===== config.mk =====
export PLATFORM = sky130hd
export DESIGN_NAME = codec3w_write_tx
export DESIGN_NICKNAME = d
export VERILOG_FILES = /design/src/rtl/tw3_pkg.sv /design/src/rtl/tw3_phase_timer.sv /design/src/rtl/tw3_word_shifter.sv /design/src/rtl/tw3_seq_ctrl.sv /design/src/rtl/codec3w_write_tx.sv
export SDC_FILE = /design/constraint.sdc
export NUM_CORES = 1
export LEC_CHECK = 0
export BUFFER_PORTS_ARGS = -buffer_cell sky130_fd_sc_hd__buf_2
export CAP_MARGIN = 20
export CORE_ASPECT_RATIO = 2
export CORE_MARGIN = 2
export CORE_UTILIZATION = 35
export CTS_CLUSTER_DIAMETER = 50
export DETAILED_ROUTE_END_ITERATION = 16
export PLACE_DENSITY = 0.51
export SLEW_MARGIN = 15
export SYNTH_ARGS = -nofsm -noshare
export SYNTH_HDL_FRONTEND = slang
export SYNTH_SLANG_ARGS = --single-unit

===== constraint.sdc =====
create_clock -name clk -period 4.69 [get_ports clk]
set_input_delay 0.938 -clock clk [delete_from_list [all_inputs] [get_ports clk]]
set_output_delay 0.938 -clock clk [all_outputs]
set_load 0.01 [all_outputs]

===== src/rtl/tw3_pkg.sv =====
package tw3_pkg;

  // Sequencer phases of one write
  typedef enum logic [2:0] {
    PH_IDLE  = 3'd0,
    PH_SETUP = 3'd1,
    PH_LOW   = 3'd2,
    PH_HIGH  = 3'd3,
    PH_LATCH = 3'd4
  } tw3_phase_e;

  // Levels of the three control lines
  typedef struct packed {
    logic dat;
    logic clk;
    logic lat;
  } tw3_lines_t;

  localparam tw3_lines_t LINES_IDLE  = '{dat: 1'b1, clk: 1'b1, lat: 1'b0};
  localparam tw3_lines_t LINES_SETUP = '{dat: 1'b0, clk: 1'b0, lat: 1'b0};

  function automatic tw3_lines_t make_lines(logic d, logic c, logic l);
    tw3_lines_t r;
    r.dat = d;
    r.clk = c;
    r.lat = l;
    return r;
  endfunction

endpackage


===== src/rtl/tw3_phase_timer.sv =====
// Counts system clock cycles within one phase; tick marks the last cycle.
module tw3_phase_timer #(
  parameter int PHASE_CYC = 50
) (
  input  logic clk,
  input  logic rst_n,
  input  logic hold,
  output logic tick
);
  localparam int CW = (PHASE_CYC > 1) ? $clog2(PHASE_CYC) : 1;
  localparam logic [CW-1:0] LAST = CW'(PHASE_CYC - 1);

  logic [CW-1:0] cnt_q;

  assign tick = (cnt_q == LAST);

  always_ff @(posedge clk or negedge rst_n) begin
    if (!rst_n) begin
      cnt_q <= '0;
    end else if (hold || tick) begin
      cnt_q <= '0;
    end else begin
      cnt_q <= cnt_q + 1'b1;
    end
  end

endmodule


===== src/rtl/tw3_word_shifter.sv =====
// Holds the frame, presents the current and next bit, tracks the bit index.
module tw3_word_shifter #(
  parameter int ADDR_W = 7,
  parameter int DATA_W = 9
) (
  input  logic              clk,
  input  logic              rst_n,
  input  logic              load,
  input  logic              shift,
  input  logic [ADDR_W-1:0] addr,
  input  logic [DATA_W-1:0] data,
  output logic              bit_now,
  output logic              bit_next,
  output logic              last_bit
);
  localparam int WORD_W = ADDR_W + DATA_W;
  localparam int IW     = $clog2(WORD_W);
  localparam logic [IW-1:0] IDX_LAST = IW'(WORD_W - 1);

  logic [WORD_W-1:0] word_q;
  logic [IW-1:0]     idx_q;

  assign bit_now  = word_q[WORD_W-1];
  assign bit_next = word_q[WORD_W-2];
  assign last_bit = (idx_q == IDX_LAST);

  always_ff @(posedge clk or negedge rst_n) begin
    if (!rst_n) begin
      word_q <= '0;
      idx_q  <= '0;
    end else if (load) begin
      word_q <= {addr, data};
      idx_q  <= '0;
    end else if (shift) begin
      word_q <= {word_q[WORD_W-2:0], 1'b0};
      idx_q  <= idx_q + 1'b1;
    end
  end

endmodule


===== src/rtl/tw3_seq_ctrl.sv =====
// Phase sequencer: setup, 16 x (low, high), latch, back to idle.
module tw3_seq_ctrl
  import tw3_pkg::*;
(
  input  logic       clk,
  input  logic       rst_n,
  input  logic       req_valid,
  input  logic       tick,
  input  logic       bit_now,
  input  logic       bit_next,
  input  logic       last_bit,
  output logic       req_ready,
  output logic       done,
  output logic       load,
  output logic       shift,
  output logic       hold,
  output tw3_lines_t lines
);
  tw3_phase_e st_q, st_n;
  tw3_lines_t lines_q, lines_n;
  logic       done_q, done_n;

  always_comb begin
    st_n    = st_q;
    lines_n = lines_q;
    done_n  = 1'b0;
    load    = 1'b0;
    shift   = 1'b0;
    unique case (st_q)
      PH_IDLE: begin
        if (req_valid) begin
          st_n    = PH_SETUP;
          lines_n = LINES_SETUP;
          load    = 1'b1;
        end
      end
      PH_SETUP: begin
        if (tick) begin
          st_n    = PH_LOW;
          lines_n = make_lines(bit_now, 1'b0, 1'b0);
        end
      end
      PH_LOW: begin
        if (tick) begin
          st_n    = PH_HIGH;
          lines_n = make_lines(bit_now, 1'b1, 1'b0);
        end
      end
      PH_HIGH: begin
        if (tick) begin
          if (last_bit) begin
            st_n    = PH_LATCH;
            lines_n = make_lines(bit_now, 1'b1, 1'b1);
          end else begin
            st_n    = PH_LOW;
            shift   = 1'b1;
            lines_n = make_lines(bit_next, 1'b0, 1'b0);
          end
        end
      end
      PH_LATCH: begin
        if (tick) begin
          st_n    = PH_IDLE;
          lines_n = LINES_IDLE;
          done_n  = 1'b1;
        end
      end
      default: begin
        st_n    = PH_IDLE;
        lines_n = LINES_IDLE;
      end
    endcase
  end

  always_ff @(posedge clk or negedge rst_n) begin
    if (!rst_n) begin
      st_q    <= PH_IDLE;
      lines_q <= LINES_IDLE;
      done_q  <= 1'b0;
    end else begin
      st_q    <= st_n;
      lines_q <= lines_n;
      done_q  <= done_n;
    end
  end

  assign hold      = (st_q == PH_IDLE);
  assign req_ready = (st_q == PH_IDLE);
  assign done      = done_q;
  assign lines     = lines_q;

endmodule


===== src/rtl/codec3w_write_tx.sv =====
module codec3w_write_tx
  import tw3_pkg::*;
#(
  parameter int ADDR_W    = 7,
  parameter int DATA_W    = 9,
  parameter int PHASE_CYC = 50
) (
  input  logic              clk,
  input  logic              rst_n,
  input  logic              req_valid,
  output logic              req_ready,
  input  logic [ADDR_W-1:0] req_addr,
  input  logic [DATA_W-1:0] req_data,
  output logic              done,
  output logic              ser_dat,
  output logic              ser_clk,
  output logic              ser_lat
);
  logic       tick, hold, load, shift;
  logic       bit_now, bit_next, last_bit;
  tw3_lines_t lines;

  tw3_phase_timer #(.PHASE_CYC(PHASE_CYC)) u_timer (
    .clk   (clk),
    .rst_n (rst_n),
    .hold  (hold),
    .tick  (tick)
  );

  tw3_word_shifter #(.ADDR_W(ADDR_W), .DATA_W(DATA_W)) u_shift (
    .clk      (clk),
    .rst_n    (rst_n),
    .load     (load),
    .shift    (shift),
    .addr     (req_addr),
    .data     (req_data),
    .bit_now  (bit_now),
    .bit_next (bit_next),
    .last_bit (last_bit)
  );

  tw3_seq_ctrl u_seq (
    .clk       (clk),
    .rst_n     (rst_n),
    .req_valid (req_valid),
    .tick      (tick),
    .bit_now   (bit_now),
    .bit_next  (bit_next),
    .last_bit  (last_bit),
    .req_ready (req_ready),
    .done      (done),
    .load      (load),
    .shift     (shift),
    .hold      (hold),
    .lines     (lines)
  );

  assign ser_dat = lines.dat;
  assign ser_clk = lines.clk;
  assign ser_lat = lines.lat;

endmodule


### Yosys cells after proc, flatten, opt, wreduce, memory -nomap -nowiden

Index checks and enable logic that the tools add are counted.

* reductions and logical operators: 4
* div/mod/pow operators: 0
* shifts and indexed selects: 0
* bitwise logic cells: 0
* $add $sub $neg: 2
* multiplexer cells: 26
* eq/ne operators: 11
* multiply operators: 0
* magnitude comparators: 0

Operator list (number)
* 2-to-1 mux 3 bit: 12
* 2-to-1 mux 16 bit: 2
* case mux 3 bit (5 select lines): 2
* inequality test 2 bit (second input constant): 5
* 2-to-1 mux 4 bit: 2
* 2-to-1 mux 1 bit: 7
* adder 6 x 1 -> 6 bit (second input constant): 1
* == test 3 x 2 -> 1 bit (second input constant): 2
* == test 6 bit (second input constant): 1
* 2-to-1 mux 6 bit: 1
* AND reduction 5 bit: 1
* adder 4 x 1 -> 4 bit (second input constant): 1
* == test 4 bit (second input constant): 1
* == test 3 x 1 -> 1 bit (second input constant): 1
* == test 3 bit (second input constant): 1
* zero test 3 bit: 1
* nonzero test 2 bit: 1
* logical OR 1 bit: 1

* ROM bits: 0
* memories: 0
* bits in latches: 0
* input port bits: 19
* register bits: 33
* bits in writable memories: 0
* word-level logic and storage cells: 51

### Logic depth before layout (Yosys ltp)

* depth after elaboration: 6
* gate-level depth with buffers: 7
* mapped depth without buffers: 6

### Cells and area by module

From an unflattened synthesis, not the netlist that was laid out.

* cells, all modules: 153
* area total of the unflattened synthesis: 1611.5 µm²

By module, submodules not included
* tw3_word_shifter: area an instance 940.9 µm², seq. area each 500.5 µm², times used 1, cells an instance 87
* tw3_seq_ctrl: area an instance 389.1 µm², seq. area each 152.6 µm², times used 1, cells an instance 40
* tw3_phase_timer: area an instance 281.5 µm², seq. area each 150.1 µm², times used 1, cells an instance 26

### Worst setup path before layout

OpenSTA, ideal clock, no wires.

* path kind: input port to flip-flop
* from: input req_valid
* to: register u_shift.word_q[10]
* setup slack: 2.860 ns
* cell stages on the path: 5
* arrival time: 1.712 ns
* path buffers: 2
* cell sequence: and2_1 -> buf_2 -> buf_2 -> a22o_1 -> a21o_1

* word-level cells in the longest chain between the ends: 3

RTL lines
* start, declared: line codec3w_write_tx.sv:10 `input logic req_valid,`
* 2-to-1 mux 1 bit (*): line tw3_seq_ctrl.sv:31 `if (req_valid) begin`
* 2-to-1 mux 1 bit (*): line tw3_seq_ctrl.sv:29 `unique case (st_q)`
* 2-to-1 mux 16 bit / nonzero test 2 bit (equally long branches)
* end signal, assigned: line tw3_word_shifter.sv:32 `word_q <= {addr, data};`
* end signal, assigned: line tw3_word_shifter.sv:35 `word_q <= {word_q[WORD_W-2:0], 1'b0};`
* end, declared: line tw3_word_shifter.sv:20 `logic [WORD_W-1:0] word_q;`

Every way passes the cells marked *; elsewhere a longest branch is shown, timed or not.
A chain may end at the register's enable or synchronous reset.

### Worst setup path after layout

* from: register u_seq.st_q[0]
* to: output req_ready

* word-level cells in the longest chain between the ends: 1

RTL lines
* start, declared: line tw3_seq_ctrl.sv:19 `tw3_phase_e st_q, st_n;`
* start signal, assigned: line tw3_seq_ctrl.sv:81 `st_q <= st_n;`
* zero test 3 bit: line tw3_seq_ctrl.sv:88 `assign req_ready = (st_q == PH_IDLE);`
* end, declared: line codec3w_write_tx.sv:11 `output logic req_ready,`

Every way passes these cells.

==> impl_metrics.toml <==
[global_routing]
track_usage = 0.134
grt.busiest_layer = "met2"
grt-ovfl-total = 0
met1_usage = 0.135
grt_use_met3 = 0.0315
antenna_found_initial = 0
grt_pass1_vias = 1141
grt_max_degree = 33
gr-usage-met2 = 0.247
grt_pass1_wl_um = 5090

[clock_network]
cts_tree = "built"
cts.sinks = 32
clock_latency_ns = 0.28
cts_root_buf = "clkbuf_8"
cts_hold_buf = 0
cts_inserted_buffers = 5
cts_buffer_depth = 2
cts_max_level = 2
postCtsSetupBuffers = 0
post_cts_resized = 0
clk_pin_slew_ns = 0.07

[finish]
drive_above_1_share = 0.244
nNetsFinal = 185
stdcell_area_um2 = 1810
diodes = 0
fin_util = 0.418
area_delta_synth_final_pct = 14.0

[synthesis]
syn_area_per_cell_um2 = 11.4
synth_top_area_share = 0.472
synth.area.top_cells = "dfrtp_1 (47%), a22o_1 (7.7%), a21o_1 (6.6%)"
synth_area_um2 = 1590
synth_edf_count = 0
syn_nets = 162
synth-seq-cells = 32
synth_common_cells = "dfrtp_1 (30), a21o_1 (14), a22o_1 (14), nand2_1 (14), nor2_1 (12)"
yosys_warnings = 0
async_reset_ff_frac = 1.00
synth_area_leader_cell = "dfrtp_1"
netlist-cell-type-count = 35
yosysMostFrequentCell = "dfrtp_1"
synth_cells = 140
yosysSeqAreaShare = 0.506
ys.flop_type = "dfrtp_1"

[sta]
final_hold_viol_count = 0
relSlewSlack = 0.392
setup_tns_ns = 0
clock_skew_ns = 0.00583
fin_crit_sh = 0.482
setup_viol = 0
rsz0062_at_grt = "false"
hold_ws_ns = 0.469
fmax_mhz = 442
drv_slew = 0
tightest_slew_ns = 0.909
min_period_ns = 2.26

[setup_path]
crit_type = "reg -> out"
critPathLaunchType = "register"
worst_path_max_delay_cell = "dfrtp_1"
worst_ep_required_time_ns = 3.75
cp_max_fo = 12
end_kind = "primary output"
cp.arrival_ns = 1.32
crit_chain = "nor3_2 > buf_2"
slowest_delay_ns = 0.52

[route]
drt_iter0_drc = 23
drc_errors = 0
vias = 1130
antenna_left = 0
vias_per_cell = 5.18
finalWirelength_um = 3050
wl_per_cell_um = 14.0
first_pass_iters = 4

[floorplan]
fp.coreArea_um2 = 4340
fp.dieArea_um2 = 5130
io_pins = 24
die_h_um = 99.3
fp-row-count = 34
die_w_um = 51.6
initial_core_util = 0.366

[pwr]
pwr_density_cell_nw_per_um2 = 494
max-vdd-ir-drop_uv = 280
p_sw_mw = 0.277
cellLeakagePower_nw = 0.923
pwr-share-clk = 0.238
pwr-share-comb = 0.281
seqPwrFrac = 0.482
swShare = 0.309
p_int_mw = 0.618

[place]
dp_hpwl_um = 2170
place_area_um2 = 1720
io_buffers = 23
gp_congestion = 0.689

[outcome]
status = "completed"

[flow_run]
drv_cap = 0

[min_path]
worstHoldPathType = "reg -> reg"
-- registers in the layout (all words and copies together), names as in the netlist --
register        cells
u_shift.word_q     16
u_timer.cnt_q       6
u_shift.idx_q       4
u_seq.st_q          3
u_seq.lines         2
u_seq.done          1
-- layout by cell type, fill, tap and decap left out, drive strengths merged, types with 2 or more instances in the layout --
cell / instances
dfstp: 2
nand4: 2
mux2: 3
nand2b: 4
o21ai: 2
mux2i: 5
buf: 24
a21o: 14
inv: 3
clkbuf: 8
nor2: 12
nand3: 4
a22o: 14
ha: 3
nand2: 14
dfrtp: 30
xnor2: 2
xor2: 2
a21oi: 3
-- cell type report --
type / count / area (um2)
Tap cell: 54 / 67.6
Clock buffer: 8 / 90.1
Timing Repair Buffer: 24 / 123
Multi-Input combinational cell: 97 / 717
Inverter: 3 / 11.3
Sequential cell: 32 / 803
Fill cell: 439 / 2530
-- kinds of logic after synthesis --
family	Yosys count	synth area share
adders and majority gates	3	0.0236
buffers and inverters	11	0.0433
muxes	8	0.0575
and+or+nand+nor	43	0.150
DFF	32	0.506
AOI/OAI and AO/OA	39	0.198
xor gates and xnor gates	4	0.0221
-- path summary, 6_finish.rpt --
check / start / endpoint / slack, ns / cells past startpoint
max: u_seq.st_q[0] / req_ready / 2.43 / 2
min: u_seq.lines[1] / u_seq.lines[1] / 0.47 / 2
max reg2reg: u_seq.st_q[0] / u_shift.idx_q[0] / 2.44 / 4
min reg2reg: u_seq.lines[1] / u_seq.lines[1] / 0.47 / 2
max in group asynchronous: rst_n / u_shift.idx_q[0] / 3.50 / 1
min in group asynchronous: rst_n / u_timer.cnt_q[4] / 0.72 / 1
-- power by group through the flow --
stage,Combinational (mW),Sequential [mW],Clock (mW)
floorplan,0.219,0.413,0
global placement,0.248,0.433,0
detailed placement,0.257,0.435,0
CTS,0.257,0.430,0.224
global route,0.281,0.441,0.236
finish,0.251,0.431,0.213
-- layer usage --
layer	share of wire	vias up
met5	0	-
met2	0.57	19
met4	0.022	0
met3	0.035	7
met1	0.37	560
li1	-	544
-- through the flow --
| step | cells | worst slack (ns) | total power [mW] |
|---|---|---|---|
| after floorplan | 140 | 2.86 | 0.633 |
| after global placement | 210 | 2.16 | 0.681 |
| after detailed placement | 210 | 2.13 | 0.691 |
| after CTS | 218 | 2.42 | 0.911 |
| after global routing | 218 | 2.28 | 0.959 |
| final | 218 | 2.43 | 0.895 |
-- worst max-delay path: cells and delay by family (launching register included) --
family	cells	cell delay [ns]
DFF	1	0.52
and+or+nand+nor	1	0.34
buffers and inverters	1	0.19
Note: power is estimated with default switching activity, not from simulation.
